[config.mk]
export PLATFORM = sky130hd
export DESIGN_NAME = tdm_tx_slot_mapper
export DESIGN_NICKNAME = d
export VERILOG_FILES = /design/src/rtl/tdm_tx_pkg.sv /design/src/rtl/tdm_link_edge.sv /design/src/rtl/tdm_frame_ctr.sv /design/src/rtl/tdm_slot_serializer.sv /design/src/rtl/tdm_tx_slot_mapper.sv
export SDC_FILE = /design/constraint.sdc
export NUM_CORES = 1
export LEC_CHECK = 0
export BUFFER_PORTS_ARGS = -buffer_cell sky130_fd_sc_hd__buf_2
export CAP_MARGIN = 20
export CORE_MARGIN = 3
export CORE_UTILIZATION = 51
export DETAILED_ROUTE_END_ITERATION = 8
export PLACE_DENSITY = 0.73
export SLEW_MARGIN = 20
export SYNTH_ARGS = -nofsm -noshare
export SYNTH_HDL_FRONTEND = slang
export SYNTH_SLANG_ARGS = --single-unit
export TNS_END_PERCENT = 100
[constraint.sdc]
create_clock -name clk -period 6.24 [get_ports clk]
set_clock_uncertainty 0.1 [all_clocks]
set_input_delay 0.312 -clock clk [delete_from_list [all_inputs] [get_ports clk]]
set_output_delay 0.312 -clock clk [all_outputs]
set_load 0.05 [all_outputs]
[src/rtl/tdm_tx_pkg.sv]
package tdm_tx_pkg;
  typedef enum logic {
    FRM_E1 = 1'b0,
    FRM_T1 = 1'b1
  } frame_mode_e;
endpackage

[src/rtl/tdm_link_edge.sv]
module tdm_link_edge #(
  parameter int SYNC_STAGES = 2
) (
  input  logic clk,
  input  logic rst,
  input  logic link_clk,
  input  logic fp_in,
  input  logic edge_fall,
  output logic tick,
  output logic fp_level
);
  localparam int TOP = SYNC_STAGES - 1;

  logic [TOP:0] clk_sr;
  logic [TOP:0] fp_sr;
  logic         clk_prev;

  always_ff @(posedge clk) begin
    if (rst) begin
      clk_sr   <= '0;
      fp_sr    <= '0;
      clk_prev <= 1'b0;
    end else begin
      clk_sr   <= {clk_sr[TOP-1:0], link_clk};
      fp_sr    <= {fp_sr[TOP-1:0], fp_in};
      clk_prev <= clk_sr[TOP];
    end
  end

  always_comb begin
    if (edge_fall) tick = clk_prev & ~clk_sr[TOP];
    else           tick = ~clk_prev & clk_sr[TOP];
  end

  assign fp_level = fp_sr[TOP];


  tick_single_chk: assert property (@(posedge clk) disable iff (rst)
    tick |=> !tick);
endmodule

[src/rtl/tdm_frame_ctr.sv]
module tdm_frame_ctr
  import tdm_tx_pkg::*;
#(
  parameter int SLOTS     = 32,
  parameter int SLOT_BITS = 8,
  parameter int T1_SLOTS  = 24
) (
  input  logic                         clk,
  input  logic                         rst,
  input  logic                         tick,
  input  logic                         ext_sync,
  input  logic                         fp_hit,
  input  frame_mode_e                  mode_in,
  input  logic [SLOTS-1:0]             mask_in,
  output logic                         frame_start,
  output logic                         slot_on,
  output logic [$clog2(SLOT_BITS)-1:0] bit_idx
);
  localparam int SLOT_W = $clog2(SLOTS);
  localparam int BIT_W  = $clog2(SLOT_BITS);
  localparam int POS_W  = SLOT_W + BIT_W;
  localparam int E1_LEN = SLOTS * SLOT_BITS;
  localparam int T1_LEN = T1_SLOTS * SLOT_BITS + 1;
  localparam logic [POS_W-1:0] E1_LAST = POS_W'(E1_LEN - 1);
  localparam logic [POS_W-1:0] T1_LAST = POS_W'(T1_LEN - 1);

  logic [POS_W-1:0]  pos_q;
  frame_mode_e       mode_q;
  logic [SLOTS-1:0]  mask_q;

  logic [POS_W-1:0]  cur_pos;
  logic [POS_W-1:0]  rel;
  logic [SLOT_W-1:0] slot_idx;
  frame_mode_e       eff_mode;
  logic [SLOTS-1:0]  eff_mask;
  logic              fbit;
  logic              last_bit;

  always_comb begin
    cur_pos     = (ext_sync && fp_hit) ? '0 : pos_q;
    frame_start = (cur_pos == '0);
    eff_mode    = frame_start ? mode_in : mode_q;
    eff_mask    = frame_start ? mask_in : mask_q;
    fbit        = (eff_mode == FRM_T1) && frame_start;
    rel         = (eff_mode == FRM_T1) ? cur_pos - 1'b1 : cur_pos;
    slot_idx    = rel[POS_W-1:BIT_W];
    bit_idx     = rel[BIT_W-1:0];
    slot_on     = !fbit && eff_mask[slot_idx] &&
                  ((eff_mode == FRM_E1) || (int'(slot_idx) < T1_SLOTS));
    last_bit    = (eff_mode == FRM_T1) ? (cur_pos == T1_LAST)
                                       : (cur_pos == E1_LAST);
  end

  always_ff @(posedge clk) begin
    if (rst) begin
      pos_q  <= '0;
      mode_q <= FRM_E1;
      mask_q <= '0;
    end else if (tick) begin
      pos_q <= last_bit ? '0 : cur_pos + 1'b1;
      if (frame_start) begin
        mode_q <= mode_in;
        mask_q <= mask_in;
      end
    end
  end


  t1_len_chk: assert property (@(posedge clk) disable iff (rst)
    (mode_q == FRM_T1) |-> (pos_q <= T1_LAST));


  mask_hold_chk: assert property (@(posedge clk) disable iff (rst)
    !(tick && frame_start) |=> $stable(mask_q) && $stable(mode_q));
endmodule

[src/rtl/tdm_slot_serializer.sv]
module tdm_slot_serializer #(
  parameter int SLOT_BITS = 8
) (
  input  logic                         clk,
  input  logic                         rst,
  input  logic                         tick,
  input  logic                         slot_on,
  input  logic [$clog2(SLOT_BITS)-1:0] bit_idx,
  input  logic                         frame_start,
  input  logic                         gen_fp,
  input  logic                         in_valid,
  input  logic [SLOT_BITS-1:0]         in_data,
  output logic                         in_ready,
  output logic                         tx_data,
  output logic                         tx_oe,
  output logic                         underrun,
  output logic                         fp_act
);
  localparam int MSB = SLOT_BITS - 1;

  logic [MSB:0] shreg;
  logic [MSB:0] byte_now;
  logic         load;

  assign load     = tick && slot_on && (bit_idx == '0);
  assign in_ready = load;
  assign byte_now = in_valid ? in_data : '0;

  always_ff @(posedge clk) begin
    if (rst) begin
      shreg    <= '0;
      tx_data  <= 1'b0;
      tx_oe    <= 1'b0;
      underrun <= 1'b0;
      fp_act   <= 1'b0;
    end else begin
      underrun <= load && !in_valid;
      if (tick) begin
        fp_act <= gen_fp && frame_start;
        if (load) begin
          tx_data <= byte_now[MSB];
          shreg   <= {byte_now[MSB-1:0], 1'b0};
          tx_oe   <= 1'b1;
        end else if (slot_on) begin
          tx_data <= shreg[MSB];
          shreg   <= {shreg[MSB-1:0], 1'b0};
          tx_oe   <= 1'b1;
        end else begin
          tx_data <= 1'b0;
          tx_oe   <= 1'b0;
        end
      end
    end
  end


  underrun_idle_chk: assert property (@(posedge clk) disable iff (rst)
    underrun |-> (tx_oe && !tx_data));


  oe_float_chk: assert property (@(posedge clk) disable iff (rst)
    !tx_oe |-> !tx_data);
endmodule

[src/rtl/tdm_tx_slot_mapper.sv]
module tdm_tx_slot_mapper
  import tdm_tx_pkg::*;
#(
  parameter int SLOTS       = 32,
  parameter int SLOT_BITS   = 8,
  parameter int T1_SLOTS    = 24,
  parameter int SYNC_STAGES = 2
) (
  input  logic                   clk,
  input  logic                   rst,
  input  logic                   link_clk,
  input  logic                   cfg_mode_t1,
  input  logic [SLOTS/2-1:0]     cfg_mask_lo,
  input  logic [SLOTS/2-1:0]     cfg_mask_hi,
  input  logic                   cfg_edge_fall,
  input  logic                   cfg_ext_sync,
  input  logic                   cfg_fp_high,
  input  logic                   fp_in,
  output logic                   fp_out,
  input  logic                   in_valid,
  input  logic [SLOT_BITS-1:0]   in_data,
  output logic                   in_ready,
  output logic                   tx_data,
  output logic                   tx_oe,
  output logic                   underrun
);
  localparam int BIT_W = $clog2(SLOT_BITS);

  logic             tick;
  logic             fp_level;
  logic             fp_hit;
  logic             frame_start;
  logic             slot_on;
  logic [BIT_W-1:0] bit_idx;
  logic             fp_act;
  frame_mode_e      mode_sel;

  assign mode_sel = cfg_mode_t1 ? FRM_T1 : FRM_E1;
  assign fp_hit   = cfg_fp_high ? fp_level : ~fp_level;
  assign fp_out   = cfg_fp_high ? fp_act : ~fp_act;

  tdm_link_edge #(.SYNC_STAGES(SYNC_STAGES)) edge_i (
    .clk       (clk),
    .rst       (rst),
    .link_clk  (link_clk),
    .fp_in     (fp_in),
    .edge_fall (cfg_edge_fall),
    .tick      (tick),
    .fp_level  (fp_level)
  );

  tdm_frame_ctr #(
    .SLOTS     (SLOTS),
    .SLOT_BITS (SLOT_BITS),
    .T1_SLOTS  (T1_SLOTS)
  ) ctr_i (
    .clk         (clk),
    .rst         (rst),
    .tick        (tick),
    .ext_sync    (cfg_ext_sync),
    .fp_hit      (fp_hit),
    .mode_in     (mode_sel),
    .mask_in     ({cfg_mask_hi, cfg_mask_lo}),
    .frame_start (frame_start),
    .slot_on     (slot_on),
    .bit_idx     (bit_idx)
  );

  tdm_slot_serializer #(.SLOT_BITS(SLOT_BITS)) ser_i (
    .clk         (clk),
    .rst         (rst),
    .tick        (tick),
    .slot_on     (slot_on),
    .bit_idx     (bit_idx),
    .frame_start (frame_start),
    .gen_fp      (!cfg_ext_sync),
    .in_valid    (in_valid),
    .in_data     (in_data),
    .in_ready    (in_ready),
    .tx_data     (tx_data),
    .tx_oe       (tx_oe),
    .underrun    (underrun),
    .fp_act      (fp_act)
  );


  ready_on_slot_chk: assert property (@(posedge clk) disable iff (rst)
    in_ready |=> tx_oe);
endmodule

# Yosys cells after proc, flatten, opt, wreduce, memory -nomap -nowiden
# Cells that the tools add are included.
[word_totals]
regBits = 58
input_bits = 49
[classes]
addsub = 2
reduce_logical = 16
bitwise = 7
n_eq_ne = 2
muxes = 19
magnitude_cmp = 2
[ops]
columns = ["operator", "n"]
rows = [
  ["$mux 8", 6],
  ["$mux 32", 1],
  ["$eq 8x8->1 const B", 2],
  ["$mux 1", 11],
  ["$add 8x1->8 const B", 1],
  ["$logic_and 1x1->1", 8],
  ["$logic_not 8->1", 1],
  ["$sub 8x1->8 const B", 1],
  ["$lt 5x6->1 const B", 1],
  ["$bmux 1 s5", 1],
  ["$lt 5x5->1 const B", 1],
  ["$not 1->1", 5],
  ["$logic_not 1->1", 3],
  ["$logic_not 3->1", 1],
  ["$and 1x1->1", 2],
  ["$reduce_and 2->1", 1],
  ["$reduce_bool 2->1", 1],
  ["$logic_or 1x1->1", 1],
]

# Longest topological paths before layout
# Gate-level depths: netlist of the first run.
[logic_depth]
ltp_word = 15
ltp_mapped = 17

# Modules after synthesis
# From an unflattened synthesis of the first run, not the netlist that was laid out.
[hier_totals]
hier_cells = 446
area_unflattened_um2 = 3274.4
[by_module_without_submodules]
columns = ["module", "n_inst", "cells_each", "seq_area_each_um2", "area_per_inst_um2"]
rows = [
  ["tdm_frame_ctr", 1, 373, 820.8, 2605.0],
  ["tdm_slot_serializer", 1, 57, 220.2, 491.7],
  ["tdm_link_edge", 1, 13, 100.1, 156.4],
  ["tdm_tx_slot_mapper", 1, 3, 0.0, 21.3],
]

# Least setup slack after synthesis of the first run
# OpenSTA, ideal clock, no wires.
[synth_path]
path_type = "input port to output port"
start = "in cfg_fp_high"
end = "out in_ready"
path_buffers = 3
arrival_time_ps = 3891
stages = 17
slack_ps = 1937
required_ps = 5828
cell_sequence = "xnor2_2 > nand2_1 > clkbuf_1 > nand2_1 > ha_1 > nor3b_2 > and2_1 > o21ai_2 > a21boi_2 > or2_4 > buf_6 > a211oi_1 > or4_1 > a2bb2oi_1 > a32oi_2 > buf_6 > nor2_1"
[synth_between]
elab_chain_cells = 12
[synth_lines]
columns = ["element", "line_no", "rtl"]
rows = [
  ["start: declaration", "tdm_tx_slot_mapper.sv:17", "input logic cfg_fp_high,"],
  ["$mux 1 *", "tdm_tx_slot_mapper.sv:39", "assign fp_hit = cfg_fp_high ? fp_level : ~fp_level;"],
  ["$logic_and 1x1->1 *", "tdm_frame_ctr.sv:40", "cur_pos = (ext_sync && fp_hit) ? '0 : pos_q;"],
  ["$mux 8 *", "tdm_frame_ctr.sv:40", ""],
  ["branches (longest 8 deep; another with $sub 8x1->8)", "-", ""],
  ["$logic_and 1x1->1 *", "tdm_slot_serializer.sv:25", "assign load = tick && slot_on && (bit_idx == '0);"],
  ["end: declaration", "tdm_tx_slot_mapper.sv:22", "output logic in_ready,"],
]
# Mark *: on every way between the ends. The select of a mux whose other input is x is not followed.

# Worst setup path after layout of the first run
[layout_path]
start = "reg edge_i.fp_sr[1]"
end = "out in_ready"
[layout_between]
elab_chain_cells = 13
[layout_lines]
columns = ["element", "line_no", "rtl"]
rows = [
  ["start: declaration", "tdm_link_edge.sv:15", "logic [TOP:0] fp_sr;"],
  ["start signal: assignment", "tdm_link_edge.sv:25", "fp_sr <= {fp_sr[TOP-1:0], fp_in};"],
  ["$not 1->1", "tdm_tx_slot_mapper.sv:39", ""],
  ["$mux 1 *", "tdm_tx_slot_mapper.sv:39", ""],
  ["$logic_and 1x1->1 *", "tdm_frame_ctr.sv:40", ""],
  ["$mux 8 *", "tdm_frame_ctr.sv:40", ""],
  ["branches (longest 8 deep; another with $sub 8x1->8)", "-", ""],
  ["$logic_and 1x1->1 *", "tdm_slot_serializer.sv:25", ""],
]
# Marks and branches as above.

==> results of run 1 <==
[through the flow]
| stage | setup WS [ns] | cell area [um2] | hold slack (ns) | util |
|---|---|---|---|---|
| final | 0.727 | 3770 | 0.0888 | 0.615 |
| after global routing | 0.341 | 3770 | 0.103 | 0.615 |
| after CTS | 0.788 | 3770 | 0.0869 | 0.614 |
| after detailed placement | 1.03 | 3590 | 0.327 | 0.586 |
| after global placement | 1.17 | 3590 | 0.315 | 0.586 |
| after floorplan | 1.94 | 3340 | 0.314 | - |
[cell usage after synthesis (3+ instances only)]
cell type / instances
nor3_1: 6
nor2_1: 27
nand2_1: 107
o31ai_1: 3
a211oi_1: 10
nor2b_1: 13
buf_6: 3
mux2i_1: 10
dfxtp_1: 57
o22ai_1: 5
and2_1: 3
nor4_1: 3
o21ai_0: 7
nand2b_1: 3
ha_1: 3
a21oi_1: 56
o221ai_1: 5
xnor2_1: 4
clkbuf_1: 18
nand3_1: 14
inv_1: 5
a21o_1: 4
and3_1: 5
mux2_4: 5
[layer usage]
metal | part of all wire | wire length, um | track usage
met4 | 0.015 | 122 | 0.0708
met5 | 0 | 0 | 0
met3 | 0.057 | 478 | 0.0672
met2 | 0.45 | 3760 | 0.358
met1 | 0.48 | 3990 | 0.331
[power by group through the flow]
stage / logic, uW / clock network (uW) / registers (uW)
4_1_cts: 128 / 326 / 378
2_1_floorplan: 91.5 / 0 / 386
3_5_place_dp: 127 / 0 / 386
5_1_grt: 144 / 345 / 379
3_3_place_gp: 126 / 0 / 386
6_report: 130 / 321 / 379
[worst max-delay path by stage]
stage	slack [ns]	to
6_report	0.73	in_ready
5_1_grt	0.34	in_ready
4_1_cts	0.79	in_ready
3_5_place_dp	1.03	in_ready
3_3_place_gp	1.17	in_ready
2_1_floorplan	1.94	in_ready
[final cells by class]
type	instances	share of cell area
inverter	5	0.00498
clock buffer	11	0.0348
timing repair buffer	54	0.0730
sequential	57	0.303
clock inverter	4	0.0119
tap	75	0.0249
multi-input combinational	346	0.548
[cells by family (layout without fill, tap and decap cells)]
family,count (synthesis),after routing
buffers and inverters,30,74
AO/OA/AOI/OAI,121,121
multiplexers,18,18
AND/OR/NAND/NOR,199,199
flip-flops,57,57
XOR/XNOR,5,5
adder cells (fa/ha/maj),3,3
[flip-flops by register name, summed over array words and instances, names as in the netlist]
signal	cells
ser_i.underrun	1
ser_i.shreg	7
ctr_i.mode_q	1
edge_i.clk_prev	1
ctr_i.mask_q	32
ser_i.tx_oe	1
ser_i.fp_act	1
ctr_i.pos_q	8
edge_i.fp_sr	2
edge_i.clk_sr	2
ser_i.tx_data	1
[critical path, delay by kind of cell (launching register included)]
kind | cells | cell delay [ns]
buffers and inverters | 1 | 0.24
flip-flops | 1 | 0.32
XOR/XNOR | 1 | 0.26
AO/OA/AOI/OAI | 5 | 1.61
multiplexers | 1 | 0.52
adder cells (fa/ha/maj) | 1 | 0.22
AND/OR/NAND/NOR | 6 | 1.57
==> impl_metrics.py, run 1 <==
metrics = {
    "outcome": {
        "outcome": "complete, no violations",
    },
    "final_layout": {
        "diodes": 0,
        "multiInputGateArea_um2": 2070,
        "instances_no_fill": 552,
        "syn2layout_area_growth_pct": 12.8,
        "n_fill_cell": 569,
        "drive_gt1_frac": 0.203,
        "layout_commonest_cell": "nand2_1",
        "mostFrequentLayoutCells": "nand2_1, dfxtp_1, a21oi_1",
        "nets": 525,
        "seqCellArea_um2": 1140,
    },
    "power_and_ir_drop": {
        "power_frac_clock": 0.387,
        "seq_power_share": 0.457,
        "p_total_uw": 829,
        "switching_share": 0.271,
        "internal_power_uw": 604,
        "peakVddDrop_uv": 216,
        "p_switching_uw": 225,
        "power.density_nw_per_um2": 220,
        "pwr-share-comb": 0.157,
        "cellLeakagePower_uw": 0.00147,
    },
    "worst_setup_path": {
        "cp_max_fo": 13,
        "slowest_delay_ns": 0.68,
        "crit_top_cell": "nand2_1",
        "startpoint": "edge_i.fp_sr[1]$_SDFF_PP0_",
        "required_ns": 5.83,
        "r2r_cells": 14,
        "end_kind": "primary output",
        "reg2reg_to": "ser_i.shreg[5]$_SDFFE_PP0P_",
        "r2r_slack_ns": 1.21,
        "arrival_ns": 5.10,
        "reg2reg_from": "edge_i.fp_sr[1]$_SDFF_PP0_",
        "crit_chain": "xnor2_2 > nand2_1 > nand2_1 > ha_1 > nor3b_2 > and2_1 > o21ai_2 > a21boi_2 > or2_4 > mux4_2 > a211o_1 > o311a_1 > a32oi_2 > nor2_1 > buf_2",
        "start_kind": "register",
        "path_class": "reg2out",
        "critPathSlowestCell": "a32oi_2",
    },
    "sta": {
        "slew_headroom": 0.431,
        "setup_tns_ns": 0,
        "min_period_over_period": 0.883,
        "setup_viol": 0,
        "layout_min_cycle_time_ns": 5.51,
        "finalHoldViolCount": 0,
        "max_freq_ghz": 0.181,
        "tightestPinTransition_ns": 0.854,
        "slew_viol_final": 0,
        "rsz0062_at_grt": "no",
    },
    "placement": {
        "routabilityCongestion": 0.964,
        "placed_cells": 537,
        "hpwl_mm": 5.75,
        "port_buffers": 53,
    },
    "logic_synthesis": {
        "yosysTopAreaCellShare": 0.341,
        "ys_types": 67,
        "synthMuxAreaShare": 0.0659,
        "synth_edf_count": 0,
        "yosys-top-cells-area": "dfxtp_1, nand2_1, a21oi_1",
        "yosys.area_share.adder": 0.0112,
        "ys_ff_latch": 57,
        "synth-xor-area-share": 0.0153,
        "synthFlopType": "dfxtp_1",
        "avgSynthCellArea_um2": 7.72,
        "synthArstFlopShare": 0,
        "yosysTopAreaCell": "dfxtp_1",
        "synth_nets": 485,
        "synth-compound-area-share": 0.242,
        "syn_inst": 433,
        "yosys_warnings": 0,
        "synth_top_family_by_area": "simple AND/OR/NAND/NOR gates",
        "syn-cell-area_um2": 3340,
        "synth.yosys.seq_area_share": 0.341,
        "synth-simple-area-share": 0.282,
    },
    "drt": {
        "first_pass_iters": 5,
        "viasPerCell": 5.86,
        "antenna_left": 0,
        "drt_first_iter_violations": 350,
        "wl_per_cell_um": 15.1,
        "drc": 0,
        "wl_mm": 8.35,
        "num_vias": 3237,
    },
    "global_route": {
        "overflow": 0,
        "antenna_found_initial": 0,
        "grt_util_all_layers": 0.238,
        "grt_pass1_wl_mm": 14.5,
        "grt_pass1_vias": 3084,
        "grt_max_degree": 66,
    },
    "min_path": {
        "hold_class": "in2reg",
        "holdPathEnd": "edge_i.clk_sr[0]$_SDFF_PP0_",
        "holdPathStages": 2,
        "min-delay-start": "link_clk",
    },
    "clocking": {
        "htreeDepth": 3,
        "numCtsBuffers": 9,
        "cts_tree": "yes",
        "cts.path.max_buffers": 2,
        "root_buffer": "clkbuf_8",
        "ctsResizeCount": 0,
        "post_cts_buffers": 0,
        "ctsHoldBuffers": 0,
        "clock_latency_ns": 0.34,
        "clkTransAtPathRegs_ns": 0.06,
        "clock-sinks": 57,
    },
    "run": {
        "max_cap_viol_count": 0,
    },
    "die": {
        "die_h_um": 87.0,
        "die_w_um": 87.0,
        "start_util": 0.545,
        "rows": 28,
        "pin_count": 54,
        "coreArea_um2": 6130,
        "die-area_um2": 7560,
    },
}
No activity file was read; power rests on OpenSTA's default activity.
==> run 2, diff against run 1 <==
==> constraint.sdc (replaced) <==
create_clock -name clk -period 6.24 [get_ports clk]
set_clock_uncertainty 0.1 [all_clocks]
set_input_delay 0.936 -clock clk [delete_from_list [all_inputs] [get_ports clk]]
set_output_delay 0.936 -clock clk [all_outputs]
set_load 0.05 [all_outputs]
==> impl_metrics.py, run 2 (synthesized netlist as in run 1, its figures left out) <==
metrics = {
    "outcome": {
        "outcome": "complete, no violations",
    },
    "die": {
        "die_w_um": 87.0,
        "coreArea_um2": 6130,
        "start_util": 0.545,
        "rows": 28,
        "pin_count": 54,
        "die_h_um": 87.0,
        "die-area_um2": 7560,
    },
    "drt": {
        "antenna_left": 0,
        "first_pass_iters": 4,
        "viasPerCell": 5.81,
        "num_vias": 3236,
        "wl_per_cell_um": 15.1,
        "drt_first_iter_violations": 207,
        "wl_mm": 8.41,
        "drc": 0,
    },
    "sta": {
        "finalHoldViolCount": 0,
        "slew_headroom": 0.492,
        "tightestPinTransition_ns": 0.758,
        "setup_viol": 0,
        "setup_tns_ns": 0,
        "layout_min_cycle_time_ns": 5.78,
        "min_period_over_period": 0.926,
        "slew_viol_final": 0,
        "max_freq_ghz": 0.173,
        "rsz0062_at_grt": "no",
    },
    "worst_setup_path": {
        "end_kind": "primary output",
        "worstPathBufferInverterCount": 2,
        "start_kind": "input pin",
        "slowest_delay_ns": 0.51,
        "crit_chain": "buf_2 > xnor2_2 > nand2_1 > nand2_1 > ha_1 > nor3b_2 > and2_1 > o21ai_2 > a21boi_2 > or2_4 > mux4_2 > a211o_1 > o311a_1 > a32oi_2 > nor2_1 > buf_2",
        "critical_path.top_delay_family": "simple AND/OR/NAND/NOR gates",
        "cp_max_fo": 12,
        "path_class": "in2out",
        "reg2reg_to": "ser_i.shreg[5]$_SDFFE_PP0P_",
        "reg2reg_from": "edge_i.fp_sr[1]$_SDFF_PP0_",
        "critPathSlowestCell": "mux4_2",
        "r2r_cells": 15,
        "required_ns": 5.20,
        "arrival_ns": 4.74,
        "r2r_slack_ns": 1.71,
    },
    "final_layout": {
        "largest-register": "ctr_i.mask_q",
        "drive_gt1_frac": 0.214,
        "syn2layout_area_growth_pct": 14.7,
        "layout_commonest_cell": "nand2_1",
        "largest_register_ffs": 32,
        "reg.largest.list": "ctr_i.mask_q (32), ctr_i.pos_q (8), ser_i.shreg (7)",
        "n_fill_cell": 572,
        "nets": 529,
        "multiInputGateArea_um2": 2060,
        "final_area_um2": 3830,
        "seqCellArea_um2": 1140,
        "fin_util": 0.625,
        "mostFrequentLayoutCells": "nand2_1, dfxtp_1, a21oi_1",
        "diodes": 0,
    },
    "min_path": {
        "holdPathStages": 1,
        "holdPathEnd": "edge_i.fp_sr[1]$_SDFF_PP0_",
        "min-delay-start": "edge_i.fp_sr[0]$_SDFF_PP0_",
        "hold_class": "reg2reg",
    },
    "clocking": {
        "cts.path.max_buffers": 2,
        "root_buffer": "clkbuf_8",
        "htreeDepth": 3,
        "numCtsBuffers": 9,
        "ctsResizeCount": 0,
        "clock-sinks": 57,
        "post_cts_buffers": 0,
        "ctsHoldBuffers": 0,
        "clock_latency_ns": 0.36,
        "clkTransAtPathRegs_ns": 0.07,
        "cts_tree": "yes",
    },
    "global_route": {
        "grt_pass1_wl_mm": 14.6,
        "grt_pass1_vias": 3104,
        "grt_util_all_layers": 0.242,
        "antenna_found_initial": 0,
        "grt_max_degree": 66,
        "overflow": 0,
    },
    "power_and_ir_drop": {
        "pwr-share-comb": 0.153,
        "p_switching_uw": 255,
        "power_frac_clock": 0.412,
        "switching_share": 0.294,
        "seq_power_share": 0.436,
        "p_total_uw": 868,
        "power.density_nw_per_um2": 226,
        "cellLeakagePower_uw": 0.00150,
        "internal_power_uw": 613,
        "peakVddDrop_uv": 144,
    },
    "placement": {
        "routabilityCongestion": 0.920,
        "place_area_um2": 3610,
        "port_buffers": 53,
        "hpwl_mm": 5.92,
    },
    "run": {
        "max_cap_viol_count": 0,
    },
}
-- run 2: per-layer routing --
metal,track usage,up-vias,part of all wire
met5,0,-,0
met3,0.0596,11,0.063
met4,0.0977,0,0.016
met2,0.378,90,0.45
met1,0.321,1499,0.47
li1,-,1636,-
-- run 2: metrics by stage --
stage	std cells	worst slack, ns	hold WS, ns
after global placement	540	0.625	0.315
after detailed placement	540	0.494	0.332
after global routing	557	0.119	0.362
final	557	0.459	0.344
after CTS	556	0.486	0.349
after floorplan	433	0.689	0.314
-- run 2: worst max-delay path by stage --
stage,start,endpoint,slack (ns),depth (start not counted)
final,cfg_fp_high,in_ready,0.46,16
after global routing,cfg_fp_high,in_ready,0.12,16
after CTS,cfg_fp_high,in_ready,0.49,16
after detailed placement,cfg_fp_high,in_ready,0.49,16
after global placement,cfg_fp_high,in_ready,0.63,16
after floorplan,cfg_fp_high,in_ready,0.69,17
-- run 2: layout make-up --
cell class | count | share of cell area
inverters | 5 | 0.00490
clock buffers | 9 | 0.0323
flip-flops and latches | 57 | 0.298
well taps | 75 | 0.0245
clock inverters | 7 | 0.0209
multi-input cells | 346 | 0.538
repair buffers | 58 | 0.0816
-- run 2: worst register-to-register path: stages (launching register included) --
cell	delay, ns
dfxtp_1	0.33
xnor2_2	0.27
nand2_1	0.15
nand2_1	0.16
ha_1	0.22
nor3b_2	0.36
and2_1	0.26
o21ai_2	0.09
a21boi_2	0.42
or2_4	0.30
mux4_2	0.51
a211o_1	0.30
o311a_1	0.11
a32oi_2	0.24
buf_4	0.26
mux2_2	0.35
-- run 2: power groups by stage --
stage | Clock [uW] | Combinational (uW) | Sequential, uW
floorplan | 0 | 91.5 | 386
CTS | 365 | 131 | 378
global placement | 0 | 129 | 386
finish | 357 | 132 | 378
detailed placement | 0 | 130 | 386
global route | 382 | 148 | 379
==> run 3, diff against run 2 <==
CELL_PAD_IN_SITES_DETAIL_PLACEMENT = 1   (was unset)
CELL_PAD_IN_SITES_GLOBAL_PLACEMENT = 1   (was unset)
CORE_UTILIZATION = 45   (was 51)
CTS_CLUSTER_SIZE = 8   (was unset)
PLACE_DENSITY = 0.86   (was 0.73)
==> impl_metrics.py, run 3 (synthesized netlist as in run 1, its figures left out) <==
metrics = {
    "worst_setup_path": {
        "crit_chain": "buf_2 > xnor2_2 > nand2_1 > nand2_1 > ha_1 > nor3b_2 > nand2_1 > nand2_1 > a2bb2oi_2 > o221ai_1 > mux2i_1 > a211oi_1 > a2111oi_2 > a32oi_2 > nor2_1 > buf_2",
        "end_kind": "primary output",
        "arrival_ns": 4.77,
        "startpoint": "cfg_fp_high",
        "start_kind": "input pin",
        "cp_max_fo": 13,
        "path_class": "in2out",
        "crit_top_cell": "nand2_1",
        "critPathSlowestCell": "nor3b_2",
        "slowest_delay_ns": 0.38,
        "reg2reg_from": "edge_i.fp_sr[1]$_SDFF_PP0_",
        "required_ns": 5.20,
        "worstPathBufferInverterCount": 2,
        "critical_path.top_delay_family": "simple AND/OR/NAND/NOR gates",
    },
    "clocking": {
        "root_buffer": "clkbuf_8",
        "ctsHoldBuffers": 0,
        "numCtsBuffers": 9,
        "cts_tree": "yes",
        "ctsResizeCount": 0,
        "htreeDepth": 3,
        "clock-sinks": 57,
        "post_cts_buffers": 0,
        "cts.path.max_buffers": 2,
        "clock_latency_ns": 0.35,
        "clkTransAtPathRegs_ns": 0.06,
    },
    "power_and_ir_drop": {
        "peakVddDrop_uv": 106,
        "power.density_nw_per_um2": 226,
        "cellLeakagePower_uw": 0.00150,
        "p_total_uw": 871,
    },
    "sta": {
        "slew_viol_final": 0,
        "setup_viol": 0,
        "slew_headroom": 0.448,
        "setup_tns_ns": 0,
        "finalHoldViolCount": 0,
        "min_period_over_period": 0.930,
        "rsz0062_at_grt": "no",
        "max_freq_ghz": 0.172,
        "tightestPinTransition_ns": 0.823,
        "layout_min_cycle_time_ns": 5.80,
    },
    "final_layout": {
        "syn2layout_area_growth_pct": 15.2,
        "reg.largest.list": "ctr_i.mask_q (32), ctr_i.pos_q (8), ser_i.shreg (7)",
        "layout_commonest_cell": "nand2_1",
        "fin_util": 0.552,
        "diodes": 0,
        "n_fill_cell": 912,
        "mostFrequentLayoutCells": "nand2_1, dfxtp_1, a21oi_1",
        "largest_register_ffs": 32,
        "largest-register": "ctr_i.mask_q",
        "nets": 529,
        "drive_gt1_frac": 0.212,
    },
    "drt": {
        "antenna_left": 0,
        "viasPerCell": 5.90,
        "num_vias": 3403,
        "first_pass_iters": 4,
        "drc": 0,
        "wl_mm": 10.2,
        "drt_first_iter_violations": 262,
        "wl_per_cell_um": 17.7,
    },
    "outcome": {
        "outcome": "complete, no violations",
    },
    "global_route": {
        "grt_util_all_layers": 0.249,
        "grt_pass1_wl_mm": 16.9,
        "grt_pass1_vias": 3520,
        "antenna_found_initial": 0,
        "grt_max_degree": 66,
        "overflow": 0,
    },
    "die": {
        "start_util": 0.479,
        "coreArea_um2": 6980,
        "die_h_um": 92.2,
        "pin_count": 54,
        "die_w_um": 92.2,
        "rows": 30,
        "die-area_um2": 8500,
    },
    "placement": {
        "hpwl_mm": 7.15,
        "routabilityCongestion": 0.961,
        "port_buffers": 53,
    },
    "min_path": {
        "hold_class": "reg2reg",
        "min-delay-start": "ser_i.tx_oe$_SDFFE_PP0P_",
    },
    "run": {
        "max_cap_viol_count": 0,
    },
}
[run 3: final timing paths]
| kind | to | slack, ns | cells past startpoint |
|---|---|---|---|
| max | in_ready | 0.44 | 16 |
| min | ser_i.tx_oe$_SDFFE_PP0P_ | 0.35 | 2 |
| max reg2reg | ser_i.shreg[5]$_SDFFE_PP0P_ | 1.71 | 15 |
| min reg2reg | ser_i.tx_oe$_SDFFE_PP0P_ | 0.35 | 2 |
[run 3: worst min-delay path, cell delays in order (launching register included)]
cell and delay, ns:
dfxtp_1 0.31, nand2_1 0.05, a21oi_1 0.05
[run 3: routing by layer]
layer,up-vias,wire (um),part of all wire,global-route usage
met1,1663,4440,0.44,0.309
met5,-,0,0,0
met4,0,218,0.021,0.100
met3,24,491,0.048,0.0509
li1,1632,-,-,-
met2,84,5040,0.49,0.420
[run 3: area by class of cell]
class | count | area, um2 | area share
clock buffer | 12 | 155 | 0.0403
timing repair buffer | 58 | 305 | 0.0793
sequential | 57 | 1140 | 0.296
inverter | 5 | 18.8 | 0.00487
clock inverter | 3 | 40.0 | 0.0104
tap | 96 | 120 | 0.0312
multi-input combinational | 346 | 2070 | 0.538
[run 3: stage by stage]
| step | worst slack (ns) | cell area, um2 | cells | hold WS [ns] |
|---|---|---|---|---|
| 2_1_floorplan | 0.689 | 3340 | 433 | 0.314 |
| 3_3_place_gp | 0.680 | 3650 | 562 | 0.319 |
| 3_5_place_dp | 0.568 | 3650 | 562 | 0.329 |
| 4_1_cts | 0.524 | 3850 | 577 | 0.356 |
| 5_1_grt | 0.168 | 3850 | 577 | 0.383 |
| 6_report | 0.439 | 3850 | 577 | 0.354 |
[run 3: where the power goes]
group / total (uW) / switching (uW) / internal, uW / leakage (uW)
logic: 137 / 83.5 / 53.1 / 0.000937
registers: 379 / 6.05 / 373 / 0.000462
clock network: 355 / 153 / 203 / 0.000102
total: 871 / 242 / 629 / 0.00150
